==> src/rtl/devreg_pkg.sv <==
package devreg_pkg;

    typedef enum logic [1:0] {
        ST_IDLE  = 2'd0,
        ST_RDATA = 2'd1,
        ST_RERR  = 2'd2,
        ST_WERR  = 2'd3
    } win_state_e;

    localparam int unsigned NUM_CAPS   = 3;
    localparam int unsigned ENT_BYTES  = 16;
    localparam int unsigned ENT_BASE   = 'h10;
    localparam logic [63:0] CAP_HEADER = 64'h0000_0003_0001_0000;
    localparam logic [63:0] MDEV_STAT  = 64'h0000_0000_0000_0014;

    localparam logic [15:0] CAP_IDS [NUM_CAPS] = '{16'h0001, 16'h0002, 16'h4000};
    localparam logic [7:0]  CAP_VERS[NUM_CAPS] = '{8'd2, 8'd1, 8'd1};

    function automatic logic size_legal(input logic [3:0] sz);
        return (sz == 4'd1) || (sz == 4'd2) || (sz == 4'd4) || (sz == 4'd8);
    endfunction

    function automatic logic [63:0] size_mask(input logic [3:0] sz);
        logic [63:0] m;
        unique case (sz)
            4'd1:    m = 64'h0000_0000_0000_00FF;
            4'd2:    m = 64'h0000_0000_0000_FFFF;
            4'd4:    m = 64'h0000_0000_FFFF_FFFF;
            default: m = 64'hFFFF_FFFF_FFFF_FFFF;
        endcase
        return m;
    endfunction

endpackage

==> src/rtl/devreg_decode.sv <==
module devreg_decode
    import devreg_pkg::*;
#(
    parameter int unsigned ADDR_W = 12
) (
    input  logic [ADDR_W-1:0] addr,
    input  logic [3:0]        size,
    output logic [ADDR_W-4:0] word_idx,
    output logic [2:0]        byte_off,
    output logic              acc_bad
);
    localparam int unsigned ENT_END = ENT_BASE + NUM_CAPS * ENT_BYTES;

    logic [3:0] low_mask;
    logic       misaligned;
    logic       in_entries;
    logic       wide_in_32;

    always_comb begin
        word_idx   = addr[ADDR_W-1:3];
        byte_off   = addr[2:0];
        low_mask   = size - 4'd1;
        misaligned = |(addr[2:0] & low_mask[2:0]);
        in_entries = (addr >= ADDR_W'(ENT_BASE)) && (addr < ADDR_W'(ENT_END));
        wide_in_32 = (size == 4'd8) && in_entries;
        acc_bad    = !size_legal(size) || misaligned || wide_in_32;
    end
endmodule

==> src/rtl/devreg_evt.sv <==
module devreg_evt #(
    parameter int unsigned NUM_LOGS  = 5,
    parameter int unsigned EVT_IDX_W = 3
) (
    input  logic                 clk,
    input  logic                 rst_n,
    input  logic                 set_valid,
    input  logic [EVT_IDX_W-1:0] set_idx,
    input  logic                 clr_valid,
    input  logic [EVT_IDX_W-1:0] clr_idx,
    output logic [NUM_LOGS-1:0]  bits_q
);
    for (genvar i = 0; i < NUM_LOGS; i++) begin : g_bit
        localparam logic [EVT_IDX_W-1:0] MY_IDX = EVT_IDX_W'(i);
        always_ff @(posedge clk) begin
            if (!rst_n) begin
                bits_q[i] <= 1'b0;
            end else if (set_valid && set_idx == MY_IDX) begin
                bits_q[i] <= 1'b1;
            end else if (clr_valid && clr_idx == MY_IDX) begin
                bits_q[i] <= 1'b0;
            end
        end
    end
endmodule

==> src/rtl/devreg_image.sv <==
module devreg_image
    import devreg_pkg::*;
#(
    parameter int unsigned ADDR_W   = 12,
    parameter int unsigned NUM_LOGS = 5,
    parameter int unsigned DEV_OFF  = 'h100,
    parameter int unsigned DEV_LEN  = 'h80,
    parameter int unsigned MBX_OFF  = 'h180,
    parameter int unsigned MBX_LEN  = 'h80,
    parameter int unsigned MDEV_OFF = 'h200,
    parameter int unsigned MDEV_LEN = 'h8
) (
    input  logic [ADDR_W-4:0]   word_idx,
    input  logic [NUM_LOGS-1:0] evt_bits,
    output logic [63:0]         lane
);
    localparam int unsigned WORD_W    = ADDR_W - 3;
    localparam int unsigned ENT_WORD0 = ENT_BASE / 8;
    localparam int unsigned ENT_WORDS = NUM_CAPS * ENT_BYTES / 8;
    localparam logic [31:0] REG_OFF [NUM_CAPS] = '{32'(DEV_OFF), 32'(MBX_OFF), 32'(MDEV_OFF)};
    localparam logic [31:0] REG_LEN [NUM_CAPS] = '{32'(DEV_LEN), 32'(MBX_LEN), 32'(MDEV_LEN)};

    logic [63:0] ent_word [ENT_WORDS];

    for (genvar k = 0; k < NUM_CAPS; k++) begin : g_ent
        assign ent_word[2*k]   = {REG_OFF[k], 8'h00, CAP_VERS[k], CAP_IDS[k]};
        assign ent_word[2*k+1] = {32'h0, REG_LEN[k]};
    end

    always_comb begin
        lane = '0;
        if (word_idx == '0) begin
            lane = CAP_HEADER;
        end
        for (int w = 0; w < ENT_WORDS; w++) begin
            if (word_idx == WORD_W'(ENT_WORD0 + w)) begin
                lane = ent_word[w];
            end
        end
        if (word_idx == WORD_W'(DEV_OFF / 8)) begin
            lane = 64'(evt_bits);
        end
        if (word_idx == WORD_W'(MDEV_OFF / 8)) begin
            lane = MDEV_STAT;
        end
    end
endmodule

==> src/rtl/devreg_window.sv <==
module devreg_window
    import devreg_pkg::*;
#(
    parameter int unsigned ADDR_W    = 12,
    parameter int unsigned NUM_LOGS  = 5,
    parameter int unsigned EVT_IDX_W = 3,
    parameter int unsigned DEV_OFF   = 'h100,
    parameter int unsigned MBX_OFF   = 'h180,
    parameter int unsigned MDEV_OFF  = 'h200
) (
    input  logic                 clk,
    input  logic                 rst_n,
    input  logic                 req_valid,
    input  logic                 req_write,
    input  logic [ADDR_W-1:0]    req_addr,
    input  logic [3:0]           req_size,
    input  logic [63:0]          req_wdata,
    input  logic                 evt_set_valid,
    input  logic [EVT_IDX_W-1:0] evt_set_idx,
    input  logic                 evt_clr_valid,
    input  logic [EVT_IDX_W-1:0] evt_clr_idx,
    output logic                 rd_valid,
    output logic [63:0]          rd_data,
    output logic                 acc_err
);
    localparam int unsigned DEV_LEN  = MBX_OFF - DEV_OFF;
    localparam int unsigned MBX_LEN  = MDEV_OFF - MBX_OFF;
    localparam int unsigned MDEV_LEN = 8;

    win_state_e          state_q, state_d;
    logic [ADDR_W-4:0]   word_idx;
    logic [2:0]          byte_off;
    logic                acc_bad;
    logic [NUM_LOGS-1:0] evt_bits;
    logic [63:0]         lane;
    logic [63:0]         shaped;
    logic [63:0]         data_q;
    logic                wdata_unused;

    assign wdata_unused = ^req_wdata;

    devreg_decode #(.ADDR_W(ADDR_W)) u_decode (
        .addr     (req_addr),
        .size     (req_size),
        .word_idx (word_idx),
        .byte_off (byte_off),
        .acc_bad  (acc_bad)
    );

    devreg_evt #(.NUM_LOGS(NUM_LOGS), .EVT_IDX_W(EVT_IDX_W)) u_evt (
        .clk       (clk),
        .rst_n     (rst_n),
        .set_valid (evt_set_valid),
        .set_idx   (evt_set_idx),
        .clr_valid (evt_clr_valid),
        .clr_idx   (evt_clr_idx),
        .bits_q    (evt_bits)
    );

    devreg_image #(
        .ADDR_W  (ADDR_W),
        .NUM_LOGS(NUM_LOGS),
        .DEV_OFF (DEV_OFF),
        .DEV_LEN (DEV_LEN),
        .MBX_OFF (MBX_OFF),
        .MBX_LEN (MBX_LEN),
        .MDEV_OFF(MDEV_OFF),
        .MDEV_LEN(MDEV_LEN)
    ) u_image (
        .word_idx (word_idx),
        .evt_bits (evt_bits),
        .lane     (lane)
    );

    // Next state is decided by the current request only.
    always_comb begin
        state_d = ST_IDLE;
        unique case ({req_valid, acc_bad, req_write})
            3'b100:  state_d = ST_RDATA;
            3'b101:  state_d = ST_IDLE;
            3'b110:  state_d = ST_RERR;
            3'b111:  state_d = ST_WERR;
            default: state_d = ST_IDLE;
        endcase
    end

    always_ff @(posedge clk) begin
        if (!rst_n) begin
            state_q <= ST_IDLE;
        end else begin
            state_q <= state_d;
        end
    end

    assign shaped = (lane >> {byte_off, 3'b000}) & size_mask(req_size);

    always_ff @(posedge clk) begin
        if (!rst_n) begin
            data_q <= '0;
        end else if (state_d == ST_RDATA) begin
            data_q <= shaped;
        end else begin
            data_q <= '0;
        end
    end

    always_comb begin
        rd_valid = 1'b0;
        acc_err  = 1'b0;
        unique case (state_q)
            ST_IDLE:  begin rd_valid = 1'b0; acc_err = 1'b0; end
            ST_RDATA: begin rd_valid = 1'b1; acc_err = 1'b0; end
            ST_RERR:  begin rd_valid = 1'b1; acc_err = 1'b1; end
            ST_WERR:  begin rd_valid = 1'b0; acc_err = 1'b1; end
            default:  begin rd_valid = 1'b0; acc_err = 1'b0; end
        endcase
        rd_data = data_q;
    end
endmodule

==> config.mk <==
export PLATFORM = sky130hd
export DESIGN_NAME = devreg_window
export DESIGN_NICKNAME = d
export VERILOG_FILES = /design/src/rtl/devreg_pkg.sv /design/src/rtl/devreg_decode.sv /design/src/rtl/devreg_evt.sv /design/src/rtl/devreg_image.sv /design/src/rtl/devreg_window.sv
export SDC_FILE = /design/constraint.sdc
export NUM_CORES = 1
export LEC_CHECK = 0
export CELL_PAD_IN_SITES_DETAIL_PLACEMENT = 1
export CELL_PAD_IN_SITES_GLOBAL_PLACEMENT = 1
export CORE_ASPECT_RATIO = 0.9
export CORE_UTILIZATION = 24
export DETAILED_ROUTE_END_ITERATION = 8
export GPL_ROUTABILITY_DRIVEN = 0
export GPL_TIMING_DRIVEN = 0
export PLACE_DENSITY = 0.68
export SLEW_MARGIN = 10
export SYNTH_ARGS = -nofsm -noshare
export SYNTH_HDL_FRONTEND = slang
export SYNTH_HIERARCHICAL = 1
export SYNTH_SLANG_ARGS = --single-unit
==> constraint.sdc <==
create_clock -name clk -period 3.7 [get_ports clk]
set_input_delay 0.925 -clock clk [delete_from_list [all_inputs] [get_ports clk]]
set_output_delay 0.925 -clock clk [all_outputs]
set_load 0.01 [all_outputs]
; ---- Word-level counts from Yosys, hierarchy flattened
; Cells that the tools add are included.
[word_totals]
reg_bits = 71
input_bits = 92
output_inout_bits = 66
elab_cells = 96
[classes]
addsub = 1
order_cmp = 2
eq_ne = 27
shifts = 1
muxes = 23
bitwise = 2
n_reduce_logical = 33
[op_table]
columns = operator, n
row1 = case mux 64 bit (3 select lines), 1
row2 = two-way mux 42 bit, 4
row3 = two-way mux 41 bit, 4
row4 = bitwise AND 64 bit, 1
row5 = right shift 64 x 6 -> 64 bit, 1
row6 = equality test 9 x 3 -> 1 bit (second input constant), 4
row7 = two-way mux 34 bit, 1
row8 = equality test 9 x 2 -> 1 bit (second input constant), 2
row9 = equality test 3 bit (second input constant), 5
row10 = equality test 3 x 2 -> 1 bit (second input constant), 4
row11 = >= comparator 12 x 5 -> 1 bit (second input constant), 1
row12 = logical AND 1 bit, 12
row13 = less-than comparator 12 x 7 -> 1 bit (second input constant), 1
row14 = two-way mux 1 bit, 10
row15 = nonzero test 2 bit, 5
row16 = equality test 9 x 6 -> 1 bit (second input constant), 1
row17 = equality test 9 x 7 -> 1 bit (second input constant), 1
row18 = zero test 9 bit, 1
row19 = OR reduction 2 bit, 4
row20 = equality test 3 x 1 -> 1 bit (second input constant), 2
row21 = zero test 3 bit, 2
row22 = case mux 2 bit (3 select lines), 1
row23 = logical OR 1 bit, 5
row24 = equality test 2 x 1 -> 1 bit (second input constant), 2
row25 = 12 further kinds, 14

; ---- Logic depth before layout (Yosys ltp)
; Gate-level depths: netlist of the first run.
[depth]
depth_word = 12
ltp_mapped = 10
mapped_depth_nobuf = 8

; ---- Hierarchy
; Netlist of the first run, hierarchy kept.
[modules_own_cells]
columns = mod, n_inst, cells_per_inst, area_per_inst_um2
row1 = devreg_window, 1, 357, 3549.7
row2 = devreg_image, 1, 85, 601.8
row3 = devreg_evt, 1, 25, 270.3
row4 = devreg_decode, 1, 29, 231.5

; ---- Least setup slack after synthesis of the first run
; OpenSTA, ideal clock, no wires.
[synth_path]
kind = in2reg
start = input port req_size[0]
end = register data_q[34], in the netlist rd_data[34]
setup_time_ns = 0.103
t_arrival_ns = 2.638
path_slack_ns = 0.959
path_stages = 9
n_path_buf = 1
cell_sequence = inv_1 ha_1 inv_1 a222oi_1 o211ai_1 and4bb_2 o21ai_4 buf_6 a2111oi_2
[synth_between]
elab_chain_cells = 11
[synth_rtl]
columns = element, line_no
row1 = start: declaration, devreg_window.sv:16  ; input logic [3:0] req_size,
row2 = "parallel branches: the longest is 6 deep, another holds subtractor 3 x 1 -> 3 bit", n/a
row3 = logical OR 1 bit (*), devreg_decode.sv:26  ; acc_bad = !size_legal(size) || misaligned || wide_in_32;
row4 = net acc_bad, devreg_window.sv:33  ; logic acc_bad;
row5 = equality test 3 bit, devreg_window.sv:78  ; unique case ({req_valid, acc_bad, req_write})
row6 = case mux 2 bit (3 select lines) (*), devreg_window.sv:78
row7 = equality test 2 x 1 -> 1 bit (*), devreg_window.sv:100  ; end else if (state_d == ST_RDATA) begin
row8 = AND reduction 2 bit (no line) (*), n/a
row9 = end signal: assignment, devreg_window.sv:101  ; data_q <= shaped;
row10 = end: declaration, devreg_window.sv:37  ; logic [63:0] data_q;
; Mark *: on every way through the listed nets, which the timed path passes.
; A chain may end at the register's enable or synchronous reset.

; ---- Final worst setup path of the first run
[layout_path]
start = input port req_size[1]
end = register data_q[35], in the netlist rd_data[35]
; The elaborated chain is that of the path after synthesis.

==> impl_summary.log, run 1 <==
[metrics] result of the run: finished clean
[metrics] number of post-CTS setup repair buffers: 0
[metrics] Slew Limit Headroom: 33.8%
[metrics] DR WL met2: 7.00 mm
[metrics] largest stage delay on the critical path: 630 ps
[metrics] maximum clock insertion buffer count: 2
[metrics] Post-synth top cells: sky130_fd_sc_hd__dfxtp_1, sky130_fd_sc_hd__buf_4, sky130_fd_sc_hd__mux2_2
[metrics] final hold slack: 490 ps
[metrics] EDFF count, synth: 0
[metrics] synthesized area divided by synthesized cell count: 9.38 um2
[metrics] clk_lat worst skew: 350 ps
[metrics] standard cell core area: 18700 um2
[metrics] Post-Place Cell Area: 6060 um2
[metrics] share of post-route cells with drive strength above 1: 28.6%
[metrics] full die area: 20000 um2
[metrics] sum of met3 wire segment lengths after detailed routing: 1.06 mm
[metrics] count of endpoints failing setup in the final report: 0
[metrics] DRT Pass-1 Iters: 5
[metrics] Primary FF master, synth: sky130_fd_sc_hd__dfxtp_1
[metrics] cell types with the largest area share after synthesis: sky130_fd_sc_hd__dfxtp_1, sky130_fd_sc_hd__mux2_2, sky130_fd_sc_hd__buf_4
[metrics] gr usage total: 16.7%
[metrics] Critical Setup Path Class: input pin to register
[metrics] post-detailed-route count of antenna-violating nets: 0
[metrics] most frequent CP cell: sky130_fd_sc_hd__inv_1
[metrics] count of buffers inserted at the top-level ports: 92
[metrics] DRC errors left: 0
[metrics] IR drop worst, VDD: 0.182 mV
[metrics] number of fillers in the final layout: 2174
[metrics] cell taking the most area after synthesis: sky130_fd_sc_hd__dfxtp_1
[metrics] largest net degree at the start of global routing: 14
[metrics] via count of the first global-routing pass: 4374
[metrics] cell type group with the largest total delay on the critical path: compound AO/OA/AOI/OAI gates
[metrics] worst r2r src: u_evt/bits_q[0]$_SDFFE_PN0P_
[metrics] Final Util: 34.4%
[metrics] Reg clk slew, reported paths: 60 ps
[metrics] growth of design area from synthesis to finish: 38.2%
[metrics] critical register-to-register path endpoint: rd_data[0]$_SDFF_PN0_
[metrics] register share of total power: 36.6%
[metrics] drt initial violations: 282
[metrics] die outline width: 149 um
[metrics] Worst Setup Start Kind: input pin
[metrics] Max Slew Vio Count: 0
[metrics] Total Wirelength: 16.1 mm
[metrics] combinational share of power: 19.0%
[metrics] post-route fraction of the period consumed by the critical path: 97.4%
[metrics] proportion of register bits with asynchronous set or reset after synthesis: 0%
[metrics] time the worst path needs with I/O delays and setup: 3600 ps
[metrics] Top Ports: 158
[metrics] net switching power: 0.000563 W
[metrics] nature of the critical path endpoint: register
[metrics] endpoint with the worst hold slack: u_evt/bits_q[2]$_SDFFE_PN0P_
[metrics] Highest Signal Layer: met4
[metrics] detail-routed via count per cell: 4.64
[metrics] initial core utilization: 24.9%
[metrics] fraction of power consumed by the clock network: 44.3%
[metrics] total of hold buffers inserted after clock tree synthesis: 0
[metrics] power per standard cell area: 329 nW/um2
[metrics] total leakage power: 2.48 nW
[metrics] Syn Inst Count: 496
[metrics] reported max-cap violation count: 0
[metrics] overflow left after global routing: 0
[metrics] highest clock frequency the design can meet: 278 MHz
[metrics] data required time at the worst endpoint: 3910 ps
[metrics] switching fraction of total power: 26.6%
[metrics] class of the tightest hold or removal check: register to register
[metrics] series of cell instances along the critical path: clkdlybuf4s50_1, inv_1, ha_1, inv_1, a222oi_1, o211ai_1, and4bb_4, o21ai_4, buf_6, a2111oi_2
[metrics] Max Clock Skew: 4.88 ps
[metrics] cell count of the worst hold path: 2
[metrics] Row Count: 47
[metrics] cell with the largest stage delay on the worst path: sky130_fd_sc_hd__clkdlybuf4s50_1
[metrics] antenna cells: 0
[metrics] unrepaired setup endpoints after global routing: false
[metrics] synth unique cells: 55
[metrics] critical hold path startpoint: u_evt/bits_q[2]$_SDFFE_PN0P_
[metrics] met1 layer wirelength in the final routing: 7.70 mm
[metrics] estimated wirelength of the detail-placed design: 12.6 mm
[metrics] worst reg2reg setup slack: 2300 ps
[metrics] fin area: 6430 um2
[metrics] actual transition at the worst max-transition pin: 989 ps
[metrics] CP bufs+invs: 4
[metrics] Seq/Total Area, Yosys: 30.5%
[metrics] vertical extent of the die: 134 um
[metrics] final number of hold-violating endpoints: 0
[metrics] number of H-tree levels: 3
[metrics] post-DR wirelength/cell: 18.0 um
[metrics] initial antenna violation count: 0
[metrics] data arrival time of the worst path: 3810 ps
[metrics] Sinks on Clock Net: 71
[metrics] R2R depth: 6
[metrics] most repeated cell in the gate-level netlist after synthesis: sky130_fd_sc_hd__dfxtp_1
[metrics] internal power: 0.00155 W
[metrics] Num CTS Buffers: 9
[metrics] area of the mapped netlist: 4650 um2
[metrics] vias after detailed routing: 4170
[metrics] area share of the largest cell type after synthesis: 30.5%
[metrics] crit-path max FO: 10
[metrics] global-route wire length before repair: 24.8 mm
[metrics] # nets final: 746
[metrics] clock tree root driver cell: sky130_fd_sc_hd__clkbuf_16
[metrics] yosys warns: 6
[metrics] clock tree from TritonCTS: yes
[metrics] number of synthesized register bits: 71
placed cells by master, fill, tap and decap left out, drive strengths merged, types with 10 or more instances in the layout:
cell type       n
a21oi          19
nor2           26
mux2i          15
buf            93
nand2b         11
inv            17
nor4           16
mux2           49
and3           10
a211oi         13
clkdlybuf4s50  92
conb           50
clkbuf         13
nor2b          18
dfxtp          71
a2111oi        12
o22ai          15
nor3           20
nand2          10
a22oi          17
registers in the layout, indices dropped and copies added, names as in the netlist:
register,cells
u_evt/bits_q,5
state_q,2
rd_data,64
stage by stage:
step | total power [W] | TNS, ps | cells | worst slack [ps]
after floorplan | 0.00106 | 0 | 545 | 959
after global placement | 0.00115 | -3390 | 882 | -374
after detailed placement | 0.00115 | -3780 | 882 | -404
after CTS | 0.00211 | 0 | 898 | 38.0
after global routing | 0.00222 | 0 | 898 | 8.92
final | 0.00212 | 0 | 898 | 97.7
metal layers:
layer / GRT usage (%) / vias up
met5: 0 / -
met2: 25.8 / 131
met1: 22.3 / 2001
li1: - / 2015
met4: 6.07 / 0
met3: 4.22 / 23
power by group through the flow:
stage / clock network (W) / logic, W / registers (W)
finish: 0.000937 / 0.000403 / 0.000775
global route: 0.00101 / 0.000431 / 0.000775
CTS: 0.000968 / 0.000364 / 0.000775
detailed placement: 0 / 0.000363 / 0.000792
global placement: 0 / 0.000357 / 0.000792
floorplan: 0 / 0.000265 / 0.000793
cell type report:
type	count	area, um2	area share [%]
Inverter	16	60.1	0.934
Clock buffer	9	225	3.50
Tap cell	245	307	4.77
Clock inverter	7	96.3	1.50
Multi-Input combinational cell	361	2700	42.0
Buffer	97	698	10.9
Sequential cell	71	1420	22.1
Timing Repair Buffer	92	921	14.3
logic make-up after synthesis:
| logic type | after synthesis | synth area share, % |
|---|---|---|
| muxes | 64 | 15.1 |
| DFF | 71 | 30.5 |
| AOI/OAI and AO/OA | 97 | 17.3 |
| and+or+nand+nor | 140 | 18.3 |
| other | 1 | 0.0806 |
| buffers and inverters | 113 | 16.3 |
| xor gates and xnor gates | 4 | 0.753 |
| adders and majority gates | 6 | 1.61 |
worst reg2reg max path, cell delays in order, from the launching register on:
cell and delay, ps:
sky130_fd_sc_hd__dfxtp_1 350, sky130_fd_sc_hd__nor2b_1 150, sky130_fd_sc_hd__a22oi_1 90, sky130_fd_sc_hd__nor3_1 140, sky130_fd_sc_hd__nor2b_1 160, sky130_fd_sc_hd__a211oi_1 60, sky130_fd_sc_hd__nor4_1 320
timing repair:
action / in CTS / in global routing
pin swaps: 0 / 2
resized for setup: 1 / 5
endpoints found under the setup margin: 1 / 6
worst max path at each step:
stage | start | endpoint | slack (ps) | depth (start not counted)
2_1_floorplan | req_size[0] | rd_data[34]$_SDFF_PN0_ | 960 | 9
3_3_place_gp | req_size[1] | rd_data[10]$_SDFF_PN0_ | -370 | 9
3_5_place_dp | req_size[1] | rd_data[10]$_SDFF_PN0_ | -400 | 9
4_1_cts | req_size[1] | rd_data[8]$_SDFF_PN0_ | 40 | 9
5_1_grt | req_size[1] | rd_data[34]$_SDFF_PN0_ | 9 | 10
6_report | req_size[1] | rd_data[35]$_SDFF_PN0_ | 100 | 10
Note: power is estimated with default switching activity, not from simulation.
==> run 2, diff against run 1 <==
--- a/config.mk
+++ b/config.mk
@@ -10,7 +10,6 @@
 export CORE_ASPECT_RATIO = 0.9
 export CORE_UTILIZATION = 24
 export DETAILED_ROUTE_END_ITERATION = 8
-export GPL_ROUTABILITY_DRIVEN = 0
 export GPL_TIMING_DRIVEN = 0
 export PLACE_DENSITY = 0.68
 export SLEW_MARGIN = 10
==> run 2 against run 1 <==
- combinational power up 1%
- global-route usage up 0.63 points
- worst setup slack better by 230 ps
- final area down 0.66%
- register-to-register slack worse by 60 ps
- worst hold slack better by 3.3 ps
- sequential power about the same
- clock power down 12%
- sequential share of layout area up 0.15 points
- critical path depth down 1
- critical path type unchanged
==> impl_summary.log, run 2 (synthesis gave the netlist of run 1 again) <==
[metrics] result of the run: finished clean
[metrics] class of the tightest hold or removal check: register to register
[metrics] Row Count: 47 (unchanged)
[metrics] count of buffers inserted at the top-level ports: 92 (unchanged)
[metrics] count of endpoints failing setup in the final report: 0 (unchanged)
[metrics] gr usage total: 17.3% (+0.63 points)
[metrics] clk_lat worst skew: 350 ps (about the same)
[metrics] post-detailed-route count of antenna-violating nets: 0 (unchanged)
[metrics] Total Wirelength: 16.7 mm (+3.3%)
[metrics] DRT Pass-1 Iters: 7 (+2)
[metrics] nature of the critical path endpoint: register
[metrics] growth of design area from synthesis to finish: 37.3%
[metrics] power per standard cell area: 313 nW/um2 (-4.7%)
[metrics] via count of the first global-routing pass: 4398 (+0.55%)
[metrics] IR drop worst, VDD: 0.216 mV (+19%)
[metrics] data required time at the worst endpoint: 3920 ps (about the same)
[metrics] Top Ports: 158 (unchanged)
[metrics] clock tree from TritonCTS: yes
[metrics] sequential cell area: 1420 um2 (unchanged)
[metrics] full die area: 20000 um2 (unchanged)
[metrics] number of flip-flops under the largest register name: 64 (unchanged)
[metrics] combinational share of power: 20.3% (+1.3 points)
[metrics] Slew Limit Headroom: 35.1% (+1.3 points)
[metrics] area taken by multi-input logic gates: 2700 um2 (unchanged)
[metrics] Max Clock Skew: 4.75 ps (-0.134 ps)
[metrics] initial antenna violation count: 0 (unchanged)
[metrics] final hold slack: 494 ps (+3.28 ps)
[metrics] number of H-tree levels: 3 (unchanged)
[metrics] data arrival time of the worst path: 3590 ps (-220 ps)
[metrics] reported max-cap violation count: 0 (unchanged)
[metrics] actual transition at the worst max-transition pin: 970 ps (-19.5 ps)
[metrics] DR WL met2: 7.22 mm (+3.2%)
[metrics] placed cell count: 882 (unchanged)
[metrics] final number of hold-violating endpoints: 0 (unchanged)
[metrics] post-route fraction of the period consumed by the critical path: 91.2% (-6.2 points)
[metrics] Final Wtd Congestion: 0.896
[metrics] fraction of power consumed by the clock network: 41.0% (-3.3 points)
[metrics] post-DR wirelength/cell: 18.5 um (+3.3%)
[metrics] number of post-CTS setup repair buffers: 0 (unchanged)
[metrics] final-layout setup total negative slack: 0 ps (unchanged)
[metrics] fin cells: 898 (unchanged)
[metrics] DRC errors left: 0 (unchanged)
[metrics] sum of met3 wire segment lengths after detailed routing: 885 um (-16%)
[metrics] met1 layer wirelength in the final routing: 8.25 mm (+7.1%)
[metrics] Post-Place Cell Area: 6060 um2 (unchanged)
[metrics] fin area: 6390 um2 (-0.66%)
[metrics] Reg clk slew, reported paths: 60 ps (about the same)
[metrics] die outline width: 149 um (unchanged)
[metrics] Sinks on Clock Net: 71 (unchanged)
[metrics] # nets final: 746 (unchanged)
[metrics] crit-path max FO: 5 (-5)
[metrics] vias after detailed routing: 4176 (+0.14%)
[metrics] total of hold buffers inserted after clock tree synthesis: 0 (unchanged)
[metrics] detail-routed via count per cell: 4.65 (+0.14%)
[metrics] highest clock frequency the design can meet: 297 MHz (+6.8%)
[metrics] total leakage power: 2.48 nW (-0.18%)
[metrics] top library cells by usage in the layout, fill and taps aside: sky130_fd_sc_hd__clkdlybuf4s50_1, sky130_fd_sc_hd__dfxtp_1, sky130_fd_sc_hd__buf_4
[metrics] share of post-route cells with drive strength above 1: 28.5% (-0.15 points)
[metrics] drt initial violations: 250 (-11%)
[metrics] internal power: 0.00142 W (-8.6%)
[metrics] Max Slew Vio Count: 0 (unchanged)
[metrics] Critical Setup Path Class: input pin to register
[metrics] clock tree root driver cell: sky130_fd_sc_hd__clkbuf_16
[metrics] largest net degree at the start of global routing: 14 (unchanged)
[metrics] Num CTS Buffers: 9 (unchanged)
[metrics] Highest Signal Layer: met4
[metrics] register share of total power: 38.7% (+2.1 points)
[metrics] net switching power: 0.000582 W (+3.5%)
[metrics] standard cell core area: 18700 um2 (unchanged)
[metrics] unrepaired setup endpoints after global routing: false
[metrics] time the worst path needs with I/O delays and setup: 3370 ps (-230 ps)
[metrics] number of fillers in the final layout: 2196 (+1.0%)
[metrics] Worst Setup Start Kind: input pin
[metrics] initial core utilization: 24.9% (unchanged)
[metrics] global-route wire length before repair: 25.9 mm (+4.7%)
[metrics] switching fraction of total power: 29.1% (+2.5 points)
[metrics] total power of the final layout: 0.00200 W (-5.4%)
[metrics] leading cell type in the layout, fill and taps excluded: sky130_fd_sc_hd__clkdlybuf4s50_1
[metrics] vertical extent of the die: 134 um (unchanged)
[metrics] overflow left after global routing: 0 (unchanged)
[metrics] estimated wirelength of the detail-placed design: 12.9 mm (+2.6%)
[metrics] maximum clock insertion buffer count: 2 (unchanged)
[metrics] antenna cells: 0 (unchanged)
-- run 2: cell type report --
class                      count  area share [%]
timing repair buffer          92            14.5
multi-input combinational    361            42.3
inverter                      16           0.940
clock inverter                 6           0.705
clock buffer                  10            3.58
sequential                    71            22.2
tap                          245            4.80
buffer                        97            10.9
-- run 2: worst max-delay path: stages --
cell and delay (ps):
sky130_fd_sc_hd__clkdlybuf4s50_1 460, sky130_fd_sc_hd__buf_4 170, sky130_fd_sc_hd__nor4_1 450, sky130_fd_sc_hd__nand3b_1 270, sky130_fd_sc_hd__nor4_2 380, sky130_fd_sc_hd__buf_4 200, sky130_fd_sc_hd__mux2i_1 120, sky130_fd_sc_hd__and3_1 220
sky130_fd_sc_hd__nor4_2 390
-- run 2: path summary, 6_finish.rpt --
kind / from / slack [ps] / end / cells after the start
min reg2reg: u_evt/bits_q[2]$_SDFFE_PN0P_ / 490 / u_evt/bits_q[2]$_SDFFE_PN0P_ / 2
min: u_evt/bits_q[2]$_SDFFE_PN0P_ / 490 / u_evt/bits_q[2]$_SDFFE_PN0P_ / 2
max reg2reg: u_evt/bits_q[1]$_SDFFE_PN0P_ / 2240 / rd_data[1]$_SDFF_PN0_ / 6
max: req_addr[7] / 330 / rd_data[1]$_SDFF_PN0_ / 9
-- run 2: power groups by stage --
stage	sequential [W]	clock, W	combinational [W]
2_1_floorplan	0.000793	0	0.000265
3_3_place_gp	0.000792	0	0.000358
3_5_place_dp	0.000792	0	0.000366
4_1_cts	0.000775	0.000847	0.000367
5_1_grt	0.000775	0.000881	0.000434
6_report	0.000775	0.000820	0.000407
-- run 2: timing repair --
action	CTS	global route
endpoints found under the setup margin	1	20
resized for setup	1	7
pin swaps	0	3
cloned	0	0
-- run 2: routing by layer --
layer,GRT usage [%],vias to the layer above
met4,6.29,0
met1,24.1,2014
met5,0,-
li1,-,2008
met3,3.16,20
met2,26.5,134
-- run 2: per-stage QoR --
stage                     utilization [%]  setup WS (ps)
after floorplan                         -            959
after global placement               32.4           -389
after detailed placement             32.4           -423
after CTS                            33.9           8.22
after global routing                 34.2            256
final                                34.2            327
